`config.mk`:
```
export PLATFORM = sky130hd
export DESIGN_NAME = vid_opseq
export DESIGN_NICKNAME = d
export VERILOG_FILES = /design/src/rtl/vid_pkg.sv /design/src/rtl/vid_slot_mux.sv /design/src/rtl/vid_decode.sv /design/src/rtl/vid_opseq.sv
export SDC_FILE = /design/constraint.sdc
export NUM_CORES = 1
export LEC_CHECK = 0
export ABC_AREA = 1
export BUFFER_PORTS_ARGS = -buffer_cell sky130_fd_sc_hd__buf_4
export CORE_UTILIZATION = 45
export CTS_BUF_LIST = sky130_fd_sc_hd__clkbuf_8
export DETAILED_ROUTE_END_ITERATION = 10
export GPL_TIMING_DRIVEN = 0
export PLACE_DENSITY = 0.69
export SLEW_MARGIN = 20
export SYNTH_ARGS = -nofsm -noshare
export SYNTH_HDL_FRONTEND = slang
export SYNTH_SLANG_ARGS = --single-unit
export TNS_END_PERCENT = 5
```
`constraint.sdc`:
```
create_clock -name clk -period 2.65 [get_ports clk]
set_clock_uncertainty 0.1 [all_clocks]
set_input_delay 0.1325 -clock clk [delete_from_list [all_inputs] [get_ports clk]]
set_output_delay 0.1325 -clock clk [all_outputs]
set_load 0.05 [all_outputs]
```
`src/rtl/vid_pkg.sv`:
```
`timescale 1ns/1ps
package vid_pkg;
  localparam int OPW = 5;

  localparam logic [OPW-1:0] OP_SYNC  = 5'h17;
  localparam logic [OPW-1:0] OP_BURST = 5'h15;
  localparam logic [OPW-1:0] OP_REFR  = 5'h1F;
  localparam logic [OPW-1:0] OP_SKIP  = 5'h13;
  localparam logic [OPW-1:0] OP_JUMP  = 5'h18;

  typedef enum logic [2:0] {
    K_PIX, K_SYNC, K_BURST, K_REFR, K_SKIP, K_JUMP, K_BLANK
  } kind_t;

  typedef struct packed {
    kind_t      kind;
    logic [3:0] igrb;
  } dec_t;

  typedef enum logic {S_FETCH, S_EXEC} state_t;
endpackage

```
`src/rtl/vid_slot_mux.sv`:
```
`timescale 1ns/1ps
module vid_slot_mux #(
  parameter int SLOTS = 4,
  localparam int OPW  = vid_pkg::OPW,
  localparam int WORD = SLOTS * OPW,
  localparam int SW   = $clog2(SLOTS)
) (
  input  logic [WORD-1:0] word,
  input  logic [SW-1:0]   slot,
  output logic [OPW-1:0]  op
);
  logic [OPW-1:0] ops [SLOTS];

  // slot 0 occupies the most significant field
  for (genvar g = 0; g < SLOTS; g++) begin : g_field
    assign ops[g] = word[WORD-1-g*OPW -: OPW];
  end

  assign op = ops[slot];
endmodule

```
`src/rtl/vid_decode.sv`:
```
`timescale 1ns/1ps
module vid_decode #(
  parameter int SLOTS = 4,
  localparam int SW   = $clog2(SLOTS)
) (
  input  logic [vid_pkg::OPW-1:0] op,
  input  logic [SW-1:0]           slot,
  output vid_pkg::dec_t           dec
);
  import vid_pkg::*;

  logic first_slot, refr_slot;
  assign first_slot = (slot == SW'(0));
  assign refr_slot  = (slot == SW'(2));

  always_comb begin
    dec.kind = K_BLANK;
    dec.igrb = 4'h0;
    if (!op[OPW-1]) begin
      dec.kind = K_PIX;
      dec.igrb = op[3:0];
    end else begin
      unique case (op)
        OP_SYNC:  dec.kind = K_SYNC;
        OP_BURST: dec.kind = K_BURST;
        OP_REFR:  dec.kind = refr_slot  ? K_REFR : K_BLANK;
        OP_SKIP:  dec.kind = first_slot ? K_SKIP : K_BLANK;
        OP_JUMP:  dec.kind = first_slot ? K_JUMP : K_BLANK;
        default:  dec.kind = K_BLANK;
      endcase
    end
  end

  // a placement-restricted code never decodes to its action elsewhere
  always_comb begin
    a_r8_slot_legal: assert (!((dec.kind == K_SKIP || dec.kind == K_JUMP) && !first_slot)
                             && !(dec.kind == K_REFR && !refr_slot));
  end
endmodule

```
`src/rtl/vid_opseq.sv`:
```
`timescale 1ns/1ps
module vid_opseq #(
  parameter int SLOTS = 4,
  parameter int AW    = 15,
  localparam int OPW  = vid_pkg::OPW,
  localparam int WORD = SLOTS * OPW,
  localparam int SW   = $clog2(SLOTS)
) (
  input  logic            clk,
  input  logic            rst,
  input  logic [AW-1:0]   start_addr,
  output logic            mem_req,
  output logic [AW-1:0]   mem_addr,
  input  logic            mem_valid,
  input  logic [WORD-1:0] mem_rdata,
  output logic            out_valid,
  output logic [3:0]      igrb,
  output logic            sync,
  output logic            burst,
  output logic            refresh_req
);
  import vid_pkg::*;

  initial begin
    if (AW > WORD - OPW) $error("jump target wider than the word payload");
    if (SLOTS < 3) $error("at least three slots are needed");
  end

  state_t          st;
  logic [AW-1:0]   addr;
  logic [WORD-1:0] word;
  logic [SW-1:0]   slot;
  logic [OPW-1:0]  op;
  dec_t            dec;
  logic            last_slot;

  vid_slot_mux #(.SLOTS(SLOTS)) u_mux (
    .word (word),
    .slot (slot),
    .op   (op)
  );

  vid_decode #(.SLOTS(SLOTS)) u_dec (
    .op   (op),
    .slot (slot),
    .dec  (dec)
  );

  assign last_slot = (slot == SW'(SLOTS-1));
  assign mem_req   = (st == S_FETCH);
  assign mem_addr  = addr;

  always_ff @(posedge clk) begin
    if (rst) begin
      st          <= S_FETCH;
      addr        <= start_addr;
      word        <= '0;
      slot        <= '0;
      out_valid   <= 1'b0;
      igrb        <= 4'h0;
      sync        <= 1'b0;
      burst       <= 1'b0;
      refresh_req <= 1'b0;
    end else begin
      out_valid   <= 1'b0;
      igrb        <= 4'h0;
      sync        <= 1'b0;
      burst       <= 1'b0;
      refresh_req <= 1'b0;
      unique case (st)
        S_FETCH: begin
          if (mem_valid) begin
            word <= mem_rdata;
            slot <= '0;
            st   <= S_EXEC;
          end
        end
        S_EXEC: begin
          if (dec.kind == K_JUMP) begin
            addr <= word[AW-1:0];
            st   <= S_FETCH;
          end else begin
            out_valid   <= 1'b1;
            igrb        <= (dec.kind == K_PIX) ? dec.igrb : 4'h0;
            sync        <= (dec.kind == K_SYNC);
            burst       <= (dec.kind == K_BURST);
            refresh_req <= (dec.kind == K_REFR);
            if (dec.kind == K_SKIP || last_slot) begin
              addr <= addr + AW'(1);
              st   <= S_FETCH;
            end else begin
              slot <= slot + SW'(1);
            end
          end
        end
        default: st <= S_FETCH;
      endcase
    end
  end

  // the request is held, address unchanged, until data arrives
  a_r10_req_hold: assert property (@(posedge clk) disable iff (rst)
    (mem_req && !mem_valid) |=> (mem_req && $stable(mem_addr)));

  // no output cycle while a fetch has been pending for a full cycle
  a_r10_quiet_wait: assert property (@(posedge clk) disable iff (rst)
    (mem_req && $past(mem_req)) |-> !out_valid);

  // a refresh request is a valid black cycle
  a_r5_refresh_black: assert property (@(posedge clk) disable iff (rst)
    refresh_req |-> (out_valid && igrb == 4'h0 && !sync && !burst));

  // the refresh request lasts a single cycle
  a_r5_refresh_single: assert property (@(posedge clk) disable iff (rst)
    refresh_req |=> !refresh_req);

  // sync and burst are mutually exclusive and carry no colour
  a_r4_flag_excl: assert property (@(posedge clk) disable iff (rst)
    (sync || burst) |-> (!(sync && burst) && igrb == 4'h0 && out_valid));
endmodule

```
* Yosys cells after proc, flatten, opt, wreduce, memory -nomap -nowiden
Cells that the tools add are included.
W data, S select, Z words.
** Word-level totals
- Bits in registers :: 46
- Output and inout bits :: 24
- Input port bits :: 38
- Logic and storage cells :: 62
** Cells by class
- Reduce and logical (&&, ||, !) cells :: 11
- $lt $le $gt $ge :: 1
- Bitwise operators :: 3
- Equality and inequality tests :: 15
- Add/subtract/negate cells :: 2
- Muxes and demuxes :: 21
** Operators by type and width (count)
- $mux W15 :: 4
- $eq A5 B5 Y1 const B :: 5
- $add A15 B1 Y15 const B :: 1
- $pmux W3 S5 :: 1
- $bmux W5 S2 :: 1
- $mux W2 :: 5
- $mux W5 :: 2
- $eq A3 B2 Y1 const B :: 2
- $eq A3 B3 Y1 const B :: 2
- $mux W3 :: 2
- $reduce_or A5 Y1 :: 1
- $eq A2 B2 Y1 const B :: 2
- $mux W1 :: 4
- $ne A2 B2 Y1 const B :: 2
- $pmux W2 S2 :: 1
- $reduce_and A2 Y1 :: 2
- $eq A3 B1 Y1 const B :: 1
- $ge A3 B3 Y1 const B :: 1
- $logic_not A3 Y1 :: 1
- $not A2 Y3 :: 1
- $reduce_and A3 Y1 :: 1
- $reduce_bool A3 Y1 :: 1
- $reduce_or A3 Y1 :: 1
- $add A2 B1 Y2 const B :: 1
- other kinds (7) :: 8

* Longest topological paths before layout
- Depth after elaboration :: 13
- Mapped depth :: 17
- Gate-level depth less buffers :: 16

* By module
Synthesis repeated with hierarchy kept, for this count alone.
** Second synthesis, totals
- Cells, all modules :: 407
- Area, all modules :: 2667.6 um2
** Modules (own cells, without submodules)
- vid_opseq :: cells each 305, area each 2242.2 um2, times used 1
- vid_slot_mux :: cells each 58, area each 237.7 um2, times used 1
- vid_decode :: cells each 44, area each 187.7 um2, times used 1

* Worst setup path after synthesis
OpenSTA, ideal clock, no wires.
- Path type :: reg2reg
- Start point :: register addr[0] (netlist: mem_addr[0])
- End point :: register addr[12] (netlist: mem_addr[12]) (data pin)
- Required time :: 2.290 ns
- Buffers on the path :: 0
- Path slack :: 0.315 ns
- Data arrival time :: 1.975 ns
- Library setup time :: 0.260 ns
- Cell stages (with the launch flop) :: 10
- Cells stage by stage :: edfxtp_1 > ha_1 > nand3_1 > nor2_1 > nand3_1 > nor2_1 > nand3_1 > xnor2_1 > o21ai_0 > o21ai_0
** On the way
- Word-level cells in the longest chain between the ends :: 5
** RTL lines
- start: declaration :: RTL line vid_opseq.sv:30 : logic [AW-1:0] addr;
- start signal: assignment :: RTL line vid_opseq.sv:56 : addr <= start_addr;
- start signal: assignment :: RTL line vid_opseq.sv:80 : addr <= word[AW-1:0];
- start signal: assignment :: RTL line vid_opseq.sv:89 : addr <= addr + AW'(1);
- $add A15 B1 Y15 :: RTL line vid_opseq.sv:89
- $mux W15 :: RTL line vid_opseq.sv:88 : if (dec.kind == K_SKIP || last_slot) begin
- $mux W15 :: RTL line vid_opseq.sv:79 : if (dec.kind == K_JUMP) begin
- $mux W15 :: RTL line vid_opseq.sv:70 : unique case (st)
- $mux W15 :: RTL line vid_opseq.sv:54 : if (rst) begin
Every way passes these cells. The select of a mux whose other input is x is not followed.
A chain may end at the register's enable or synchronous reset.

* Worst setup path after layout
- Start point :: register slot[1]
- End point :: register addr[11] (netlist: mem_addr[11]) (enable)
** On the way
- Word-level cells in the longest chain between the ends :: 11
- Elaborated cells between the ends (all ways) :: 22
- Classes of those cells :: eq/ne (9); mux (8); bitwise (1); reduce/logical (4)
** RTL lines
- start: declaration :: RTL line vid_opseq.sv:32 : logic [SW-1:0] slot;
- start signal: assignment :: RTL line vid_opseq.sv:92 : slot <= slot + SW'(1);
- $not A2 Y3 (not written as such) :: RTL line vid_slot_mux.sv:19 : assign op = ops[slot];
- $bmux W5 S2 :: RTL line vid_slot_mux.sv:19
- $mux W5 (not written as such) (2 in series) :: RTL line vid_slot_mux.sv:19
- $eq A5 B5 Y1 :: RTL line vid_decode.sv:23 : unique case (op)
- $pmux W3 S5 :: RTL line vid_decode.sv:23
- $mux W3 :: RTL line vid_decode.sv:19 : if (!op[OPW-1]) begin
- $eq A3 B3 Y1 :: RTL line vid_opseq.sv:88
- $logic_or A1 B1 Y1 :: RTL line vid_opseq.sv:88
- $reduce_bool A3 Y1 (no source line) (*)
- $reduce_and A2 Y1 (no source line) (*)
Every way passes the cells marked *; elsewhere a longest branch is shown, timed or not. The select of a mux whose other input is x is not followed.

==> impl_metrics.py <==
metrics = {
    "floorplan": {
        "die_y_um": 76.4,
        "core_area_um2": 5200,
        "die_w_um": 76.4,
        "core.rowCount": 26,
        "die-area_um2": 5830,
        "start_util": 0.478,
        "ioPinCount": 62,
    },
    "sta": {
        "fmax_ghz": 0.422,
        "tightest_slew_ns": 0.593,
        "finalSetupViolations": 0,
        "finalHoldViolations": 0,
        "fin_crit_ns": 2.37,
        "fin_crit_sh": 0.894,
        "max_slew_margin": 0.604,
        "rsz0062_at_grt": "false",
        "slew_viol_final": 0,
        "tns_ns": 0,
    },
    "grt": {
        "grt_pass1_wl_mm": 10.8,
        "grtUsageTotal": 0.233,
        "grt_max_degree": 16,
        "antenna_found_initial": 0,
        "grt_pass1_vias": 2283,
        "overflow": 0,
    },
    "routing": {
        "drc": 0,
        "drtAntennaViolNets": 0,
        "drtIter0Drc": 158,
        "routed_wl_mm": 6.29,
        "vias": 2349,
        "wl_per_cell_um": 13.2,
        "drt-pass1-iter-count": 4,
        "routed_via_density": 4.92,
    },
    "logic_synthesis": {
        "synth.area.top_cells": "dfxtp_1 25%, edfxtp_1 18%, nand2_1 10%",
        "synth_top_area_share": 0.249,
        "syn_nets": 366,
        "yosysTopAreaCell": "dfxtp_1",
        "ys_ff_latch": 46,
        "syn_area_um2": 2490,
        "ys_warn_count": 0,
        "syn_area_per_cell_um2": 7.68,
        "ys_types": 34,
        "postSynthCellCount": 324,
        "yosysSeqAreaShare": 0.430,
    },
    "placement": {
        "hpwl_mm": 4.69,
        "port_buffers": 61,
        "globalplace.congestion": 0.840,
        "place_area_um2": 3030,
    },
    "power": {
        "power.density_nw_per_um2": 512,
        "peakVddDrop_uv": 305,
        "leakagePower_nw": 1.46,
    },
    "worst_hold_path": {
        "hp-start": "start_addr[7]",
        "hp-class": "input port to flop",
        "whs_path_depth": 3,
        "holdPathEnd": "mem_addr[7]",
    },
    "cts": {
        "cts_made_buffers": 5,
        "h-tree-depth": 2,
        "clkLatencyLatePin_ns": 0.29,
        "clk_transition_reported_paths_ns": 0.09,
        "cts_num_sinks": 46,
        "cts_root_buf": "clkbuf_8",
        "cts_tree": "done",
        "cts_buffer_depth": 2,
        "post_cts.repair.setup_buffers": 0,
    },
    "critical_path": {
        "rrSetupSlack_ns": 0.28,
        "critPathMaxFanout": 15,
        "rr_startpoint": "slot[1]",
        "critPathKind": "flop to flop",
        "setup.worst_path.end_class": "flop",
        "crit_required_ns": 2.49,
        "crit_path_start_kind": "flop",
        "reg2reg_depth": 13,
        "worstPathArrival_ns": 2.21,
        "r2r-end": "mem_addr[11]",
    },
    "final_layout": {
        "antenna-diode-count": 0,
        "drive_gt1_frac": 0.265,
        "num-nets-final": 448,
        "final_area_um2": 3260,
        "area_growth_pct": 30.9,
    },
    "run_status": {
        "status": "completed",
    },
    "run": {
        "max-cap-violations": 0,
    },
}
## power breakdown
group	total, mW	internal [mW]	switching [mW]
logic	0.438	0.166	0.272
clock network	0.397	0.176	0.220
registers	0.833	0.786	0.0472
total	1.67	1.13	0.540
## critical path, cell delays in order (launching register included)
cell and delay [ns]:
dfxtp_1 0.38, buf_4 0.21, inv_4 0.07, nand3_1 0.09, nand2_2 0.10, nor2_4 0.15, nand2_1 0.06, nand2_1 0.08
nand2_2 0.07, o21ai_2 0.08, nand4_2 0.16, nand2_1 0.09, nand2_1 0.06, nand2_2 0.32
## placed cells by master (no fill, tap or decap), types with 3 or more instances in the layout
master / Yosys / routed
clkbuf_8: 0 / 5
nand3_2: 9 / 9
inv_2: 6 / 6
edfxtp_1: 15 / 15
nand2_2: 6 / 7
inv_1: 13 / 16
nor2_1: 56 / 56
nand3_1: 13 / 13
nand2_1: 68 / 67
o21ai_0: 27 / 27
o21ai_1: 18 / 18
a21oi_1: 11 / 11
nor2_2: 3 / 3
xnor2_1: 5 / 5
dfxtp_1: 31 / 31
ha_1: 4 / 4
nand4_1: 3 / 3
dlygate4sd3_1: 0 / 14
buf_4: 4 / 65
xor2_1: 8 / 8
clkbuf_1: 7 / 7
## cells in the mapped netlist (all sizes together)
library cell and number:
nand3b 1, xor2 8, o21ai 46, buf 6, o2111ai 1, ha 4, clkbuf 8, clkinv 1
a21oi 12, edfxtp 15, inv 20, nand3 22, nor3b 1, nand2 76, nor3 2, nand4 4
dfxtp 31, xnor2 5, nor2 61
## stage by stage
stage               instances  power, mW  worst slack [ns]  utilization  hold WS [ns]
floorplan                 324       1.13             0.315            -         0.199
finish                    477       1.67             0.280        0.626        0.0107
global placement          455       1.26             0.107        0.583         0.282
global route              477       1.76             0.107        0.626       0.00720
CTS                       477       1.68            0.0711        0.625       0.00658
detailed placement        455       1.27            0.0911        0.583         0.290
## cell type report
cell class | count | area (um2)
well taps | 70 | 87.6
flip-flops and latches | 46 | 1070
repair buffers | 75 | 598
clock buffers | 5 | 68.8
clock inverters | 3 | 11.3
inverters | 21 | 81.3
plain buffers | 14 | 77.6
fillers | 493 | 1950
multi-input cells | 243 | 1260
## worst max-delay path by stage
stage,start,endpoint,slack (ns),cells past startpoint
2_1_floorplan,mem_addr[0],mem_addr[12],0.32,9
3_3_place_gp,slot[0],mem_addr[0],0.11,13
3_5_place_dp,slot[0],mem_addr[0],0.09,13
4_1_cts,slot[0],mem_addr[11],0.07,13
5_1_grt,slot[0],mem_addr[0],0.11,15
6_report,slot[1],mem_addr[11],0.28,13
## routing by layer
metal  vias up  track usage  share of wire
li1       1222            -              -
met1      1051        0.299           0.44
met2        70        0.402           0.48
met3         6       0.0407          0.065
met4         0       0.0635          0.011
met5         -            0              0
## cells by family (layout without fill, tap and decap cells)
kind of cell | after synthesis | count (layout) | synth area share
simple gates | 167 | 167 | 0.317
compound gates | 59 | 59 | 0.123
flops | 46 | 46 | 0.430
buf+inv | 35 | 118 | 0.0639
xor+xnor | 13 | 13 | 0.0458
fa+ha+maj | 4 | 4 | 0.0201
## what timing repair did
item                                    in CTS  in global routing
hold buffers                                14                  0
endpoints found under the setup margin       0                 15
resized for setup                            0                  1
endpoints found under the hold margin       14                  0
## state kept, by name, summed over array words and instances (netlist names)
register and count:
burst 1, igrb 4, mem_addr 15, out_valid 1
refresh_req 1, slot 2, st 1, sync 1
word 20
Power figures use the tool's default switching activity.
